<file path="src/rtl/ppc_pkg.sv">
package ppc_pkg;

  // Decoded register fields, one flop each
  typedef struct packed {
    logic en;
    logic pipe;
    logic dis;
    logic iset;
    logic rdy;
    logic be;
  } ppc_state_t;

  localparam int unsigned PPC_CFG_BITS = 2;

endpackage

</file>
<file path="src/rtl/ppc_job_ctl.sv">
module ppc_job_ctl (
  input  logic clk,
  input  logic rst_n,
  input  logic go_req,
  input  logic done_i,
  input  logic pipe_mode,
  output logic busy,
  output logic start_o,
  output logic ready,
  output logic job_end
);

  logic launch;

  assign launch  = go_req & ~busy;
  assign job_end = done_i & busy;

  always_ff @(posedge clk) begin
    if (!rst_n) begin
      busy    <= 1'b0;
      start_o <= 1'b0;
      ready   <= 1'b0;
    end else begin
      start_o <= launch;
      if (launch)       busy <= 1'b1;
      else if (job_end) busy <= 1'b0;
      if (!pipe_mode) begin
        if (launch)       ready <= 1'b0;
        else if (job_end) ready <= 1'b1;
      end
    end
  end

endmodule

</file>
<file path="src/rtl/ppc_cfg_reg.sv">
module ppc_cfg_reg #(
  parameter int unsigned NB = 2
) (
  input  logic          clk,
  input  logic          rst_n,
  input  logic          wr_en,
  input  logic [NB-1:0] wr_bits,
  output logic [NB-1:0] q
);

  for (genvar i = 0; i < NB; i++) begin : g_bit
    always_ff @(posedge clk) begin
      if (!rst_n)     q[i] <= 1'b0;
      else if (wr_en) q[i] <= wr_bits[i];
    end
  end

endmodule

</file>
<file path="src/rtl/ppc_flag_ctl.sv">
module ppc_flag_ctl (
  input  logic clk,
  input  logic rst_n,
  input  logic wr_en,
  input  logic wr_iset,
  input  logic wr_be,
  input  logic job_end,
  input  logic bus_err_i,
  output logic iset,
  output logic be
);

  logic hw_evt;
  assign hw_evt = job_end | bus_err_i;

  always_ff @(posedge clk) begin
    if (!rst_n) begin
      iset <= 1'b0;
      be   <= 1'b0;
    end else begin
      if (hw_evt)     iset <= 1'b1;
      else if (wr_en) iset <= wr_iset;
      if (bus_err_i)            be <= 1'b1;
      else if (wr_en && !wr_be) be <= 1'b0;
    end
  end

endmodule

</file>
<file path="src/rtl/ppc_rd_map.sv">
module ppc_rd_map
  import ppc_pkg::*;
#(
  parameter int unsigned DW       = 32,
  parameter int unsigned EN_BIT   = 0,
  parameter int unsigned PIPE_BIT = 1,
  parameter int unsigned DIS_BIT  = 4,
  parameter int unsigned ISET_BIT = 8,
  parameter int unsigned RDY_BIT  = 12,
  parameter int unsigned BE_BIT   = 16
) (
  input  ppc_state_t    st,
  output logic [DW-1:0] rd_data
);

  for (genvar i = 0; i < DW; i++) begin : g_rd
    if (i == EN_BIT)        begin : g_en   assign rd_data[i] = st.en;   end
    else if (i == PIPE_BIT) begin : g_pipe assign rd_data[i] = st.pipe; end
    else if (i == DIS_BIT)  begin : g_dis  assign rd_data[i] = st.dis;  end
    else if (i == ISET_BIT) begin : g_iset assign rd_data[i] = st.iset; end
    else if (i == RDY_BIT)  begin : g_rdy  assign rd_data[i] = st.rdy;  end
    else if (i == BE_BIT)   begin : g_be   assign rd_data[i] = st.be;   end
    else                    begin : g_zero assign rd_data[i] = 1'b0;    end
  end

endmodule

</file>
<file path="src/rtl/ppc_ctrl_reg.sv">
module ppc_ctrl_reg
  import ppc_pkg::*;
#(
  parameter int unsigned DW       = 32,
  parameter int unsigned EN_BIT   = 0,
  parameter int unsigned PIPE_BIT = 1,
  parameter int unsigned DIS_BIT  = 4,
  parameter int unsigned ISET_BIT = 8,
  parameter int unsigned RDY_BIT  = 12,
  parameter int unsigned BE_BIT   = 16
) (
  input  logic          clk,
  input  logic          rst_n,
  input  logic          wr_en,
  input  logic [DW-1:0] wr_data,
  output logic [DW-1:0] rd_data,
  output logic          start_o,
  input  logic          done_i,
  input  logic          bus_err_i,
  input  logic          dec_irq_i,
  output logic          irq_o
);

  ppc_state_t              st;
  logic [PPC_CFG_BITS-1:0] cfg_q;
  logic                    job_end;

  ppc_job_ctl u_job (
    .clk       (clk),
    .rst_n     (rst_n),
    .go_req    (wr_en & wr_data[EN_BIT]),
    .done_i    (done_i),
    .pipe_mode (st.pipe),
    .busy      (st.en),
    .start_o   (start_o),
    .ready     (st.rdy),
    .job_end   (job_end)
  );

  ppc_cfg_reg #(.NB(PPC_CFG_BITS)) u_cfg (
    .clk     (clk),
    .rst_n   (rst_n),
    .wr_en   (wr_en),
    .wr_bits ({wr_data[DIS_BIT], wr_data[PIPE_BIT]}),
    .q       (cfg_q)
  );

  assign st.pipe = cfg_q[0];
  assign st.dis  = cfg_q[1];

  ppc_flag_ctl u_flag (
    .clk       (clk),
    .rst_n     (rst_n),
    .wr_en     (wr_en),
    .wr_iset   (wr_data[ISET_BIT]),
    .wr_be     (wr_data[BE_BIT]),
    .job_end   (job_end),
    .bus_err_i (bus_err_i),
    .iset      (st.iset),
    .be        (st.be)
  );

  ppc_rd_map #(
    .DW(DW), .EN_BIT(EN_BIT), .PIPE_BIT(PIPE_BIT), .DIS_BIT(DIS_BIT),
    .ISET_BIT(ISET_BIT), .RDY_BIT(RDY_BIT), .BE_BIT(BE_BIT)
  ) u_map (
    .st      (st),
    .rd_data (rd_data)
  );

  assign irq_o = dec_irq_i | (st.iset & ~st.dis);

endmodule

</file>
<file path="config.mk">
export PLATFORM = sky130hd
export DESIGN_NAME = ppc_ctrl_reg
export DESIGN_NICKNAME = d
export VERILOG_FILES = /design/src/rtl/ppc_pkg.sv /design/src/rtl/ppc_job_ctl.sv /design/src/rtl/ppc_cfg_reg.sv /design/src/rtl/ppc_flag_ctl.sv /design/src/rtl/ppc_rd_map.sv /design/src/rtl/ppc_ctrl_reg.sv
export SDC_FILE = /design/constraint.sdc
export NUM_CORES = 1
export LEC_CHECK = 0
export CAP_MARGIN = 0
export CORE_MARGIN = 8
export CORE_UTILIZATION = 22
export CTS_CLUSTER_SIZE = 24
export DETAILED_ROUTE_END_ITERATION = 7
export GPL_ROUTABILITY_DRIVEN = 1
export PLACE_DENSITY = 0.76
export SLEW_MARGIN = 20
export SYNTH_ARGS = -nofsm -noshare
export SYNTH_HDL_FRONTEND = slang
export SYNTH_SLANG_ARGS = --single-unit
</file>
<file path="constraint.sdc">
create_clock -name clk -period 0.83 [get_ports clk]
set_clock_uncertainty 0.15 [all_clocks]
set_input_delay 0.2075 -clock clk [delete_from_list [all_inputs] [get_ports clk]]
set_output_delay 0.2075 -clock clk [all_outputs]
set_load 0.03 [all_outputs]
</file>
==> flow_metrics.py <==
metrics = {
    "status": {
        "run_status": "finished with violations",
        "violations": "negative setup slack",
    },
    "routing": {
        "firstDrtPassIters": 4,
        "ant_nets": 0,
        "first_iter_violations": 8,
        "wl_per_cell_microns": 10.90,
        "wirelength_microns": 1253,
        "routed_via_density": 3.339,
        "vias": 384,
        "drc": 0,
    },
    "logic_synthesis": {
        "ys_ff_latch": 7,
        "yosys.area.top_type_share_pct": 43.06,
        "synthArstFlopShare_pct": 0,
        "synth.top_cells.by_count": "31 x buf_4, 7 x dfxtp_1, 4 x a21oi_1",
        "yosys.area.top_type": "buf_4",
        "synth.yosys.seq_area_share_pct": 25.93,
        "synth.distinct_cells": 17,
        "synthTopCellsByArea": "buf_4 43%, dfxtp_1 26%, mux2i_1 5.6%",
        "ys_dominant_reg_cell": "dfxtp_1",
        "synth_edf_count": 0,
        "synth_area_sq_um": 540.5,
        "synthCells": 63,
        "synth.most_common_cell": "buf_4",
        "syn_area_per_cell_sq_um": 8.580,
        "yosysWarnings": 0,
    },
    "sta": {
        "hold_viol": 0,
        "min_period_over_period_pct": 156.4,
        "finalMaxSlewViolations": 0,
        "finalSetupViolations": 14,
        "setup_slack_ps": -468.4,
        "rsz0062_at_grt": "yes",
        "clock.fmax_ghz": 0.7702,
        "min_period_ps": 1298,
    },
    "clocking": {
        "insertion_delay_ps": 250,
        "holdBufCountCts": 0,
        "clock-root-buffer": "clkbuf_4",
        "clockBufferDepth": 2,
        "clock_sinks": 7,
        "tritoncts": "done",
        "cts-htree-levels": 1,
        "numCtsBuffers": 3,
        "clk_pin_slew_ps": 60,
    },
    "worst_setup_path": {
        "crit_fanout": 2,
        "cp_top_family": "flip-flops",
        "cpMaxStageDelayCell": "dfxtp_4",
        "critPathArrivalTime_ps": 940,
        "critical_path_class": "flip-flop to output port",
        "path_cells": "inv_2 > a21o_4 > buf_6",
        "crit_path_end_kind": "output port",
        "critPathLaunchType": "flip-flop",
        "worstPathRequired_ps": 470,
        "path_buf_inv": 2,
        "cp_slowest_stage_delay_ps": 340,
    },
    "global_route": {
        "grt.busiest_layer": "met2",
        "grt_max_degree": 8,
        "grt_usage_pct": 6.019,
        "use_met3_pct": 4.082,
        "grt_overflow": 0,
        "grt_first_pass_wirelength_microns": 1994,
        "first_global_vias": 478,
        "grt_use_met2_pct": 10.33,
        "met1_usage_pct": 5.361,
        "antenna_found_initial": 0,
    },
    "floorplan": {
        "die_y_microns": 65.57,
        "coreArea_sq_um": 2410,
        "initial_core_util_pct": 22.43,
        "die_area_sq_um": 4299,
        "rows": 18,
        "die_w_microns": 65.57,
        "boundaryPins": 72,
    },
    "layout": {
        "regArea_sq_um": 156.4,
        "multi_input_area_sq_um": 277.8,
        "layout-drive-gt1-share_pct": 44.71,
        "nNetsFinal": 124,
        "antennaDiodeCount": 0,
        "utilization_pct": 31.78,
        "finalNonFillerCells": 115,
        "area_delta_synth_final_pct": 41.67,
        "final_cell_area_sq_um": 765.7,
        "nFillCells": 270,
    },
    "min_path": {
        "hp-class": "input pin to flip-flop",
    },
    "placement": {
        "placed_area_sq_um": 651.9,
        "dp_hpwl_microns": 1041,
        "placedCellCount": 108,
        "port_buffers": 18,
        "gp_congestion": 0.6941,
    },
    "pwr": {
        "power_density_nw_per_um2": 1474,
        "p_leak_nw": 0.3682,
        "ir_drop_v": 0.0005958,
    },
    "flow_run": {
        "maxCapViolations": 0,
    },
}
[cells by family (layout without fill, tap and decap cells)]
group	Yosys count	after routing	share of synthesized area (%)
multiplexers	3	3	5.556
AND/OR/NAND/NOR	11	11	13.89
buffers and inverters	34	31	46.53
other	1	26	0.6938
AO/OA/AOI/OAI	7	7	7.408
flip-flops	7	7	25.93
[cells in the final DEF (no fill, tap or decap)]
cell type and n:
conb_1 26, buf_6 10, a21oi_2 4, clkdlybuf4s50_1 4, dlygate4sd2_1 4, buf_4 4, dfxtp_2 4, mux2i_1 3
nor2b_1 3, clkbuf_4 3, dfxtp_4 3, inv_2 2, nand2_2 2, a21o_4 1, nor3b_2 1, nand2_1 1
nor2_1 1, a21boi_1 1, nor3_4 1, o21ai_2 1, nor3_2 1, nand2b_1 1, clkbuf_1 1, dlymetal6s2s_1 1
clkdlybuf4s15_1 1, buf_12 1
[worst paths after layout]
path / from / endpoint / slack [ps] / cells after the start
hold reg to reg: u_flag.be / u_flag.be / 370 / 2
hold / removal: bus_err_i / u_flag.be / 100 / 3
setup reg to reg: u_cfg.q[0] / u_job.ready / -120 / 3
setup / recovery: u_cfg.q[1] / irq_o / -470 / 3
[metal layers]
| layer | up-vias | wire [microns] |
|---|---|---|
| met3 | 2 | 196 |
| met2 | 27 | 616 |
| met1 | 170 | 428 |
| met4 | 0 | 12 |
| li1 | 185 | - |
| met5 | - | 0 |
[what timing repair did]
action | in CTS | in global routing
buffers inserted | 3 | 1
endpoints found under the setup margin | 15 | 15
endpoints found under the hold margin | 0 | 0
pin swaps | 2 | 2
gates cloned | 0 | 0
gates resized for setup | 24 | 5
[registers in the layout, summed over array words and instances (netlist names)]
name and flops:
u_flag.be 1, u_job.start_o 1, u_cfg.q 2, u_job.ready 1, u_flag.iset 1, u_job.busy 1
[power by group]
part           internal [W]  switching (W)
logic              0.000150       0.000284
clock network      0.000184       0.000139
registers          0.000356      0.0000163
total              0.000690       0.000439
[stage by stage]
stage / hold WS [ps] / worst slack (ps) / setup TNS (ps) / power (W)
2_1_floorplan: 161.6 / -180.8 / -223.6 / 0.0007671
3_3_place_gp: 312.3 / -495.5 / -4112 / 0.0007620
3_5_place_dp: 322.4 / -522.7 / -4274 / 0.0007669
4_1_cts: 250.3 / -477.8 / -2908 / 0.001129
5_1_grt: 147.4 / -502.5 / -3339 / 0.001195
6_report: 104.7 / -468.4 / -2894 / 0.001129
[worst min-delay path: stages]
cell,delay [ps]
dlymetal6s2s_1,140
a21oi_2,40
nor2b_1,90
[cell type report]
type,instances,share of cell area (%)
Multi-Input combinational cell,47,36.27
Tap cell,30,4.902
Clock buffer,4,3.431
Inverter,2,0.9804
Sequential cell,7,20.42
Timing Repair Buffer,25,33.99
Power figures use the tool's default switching activity.
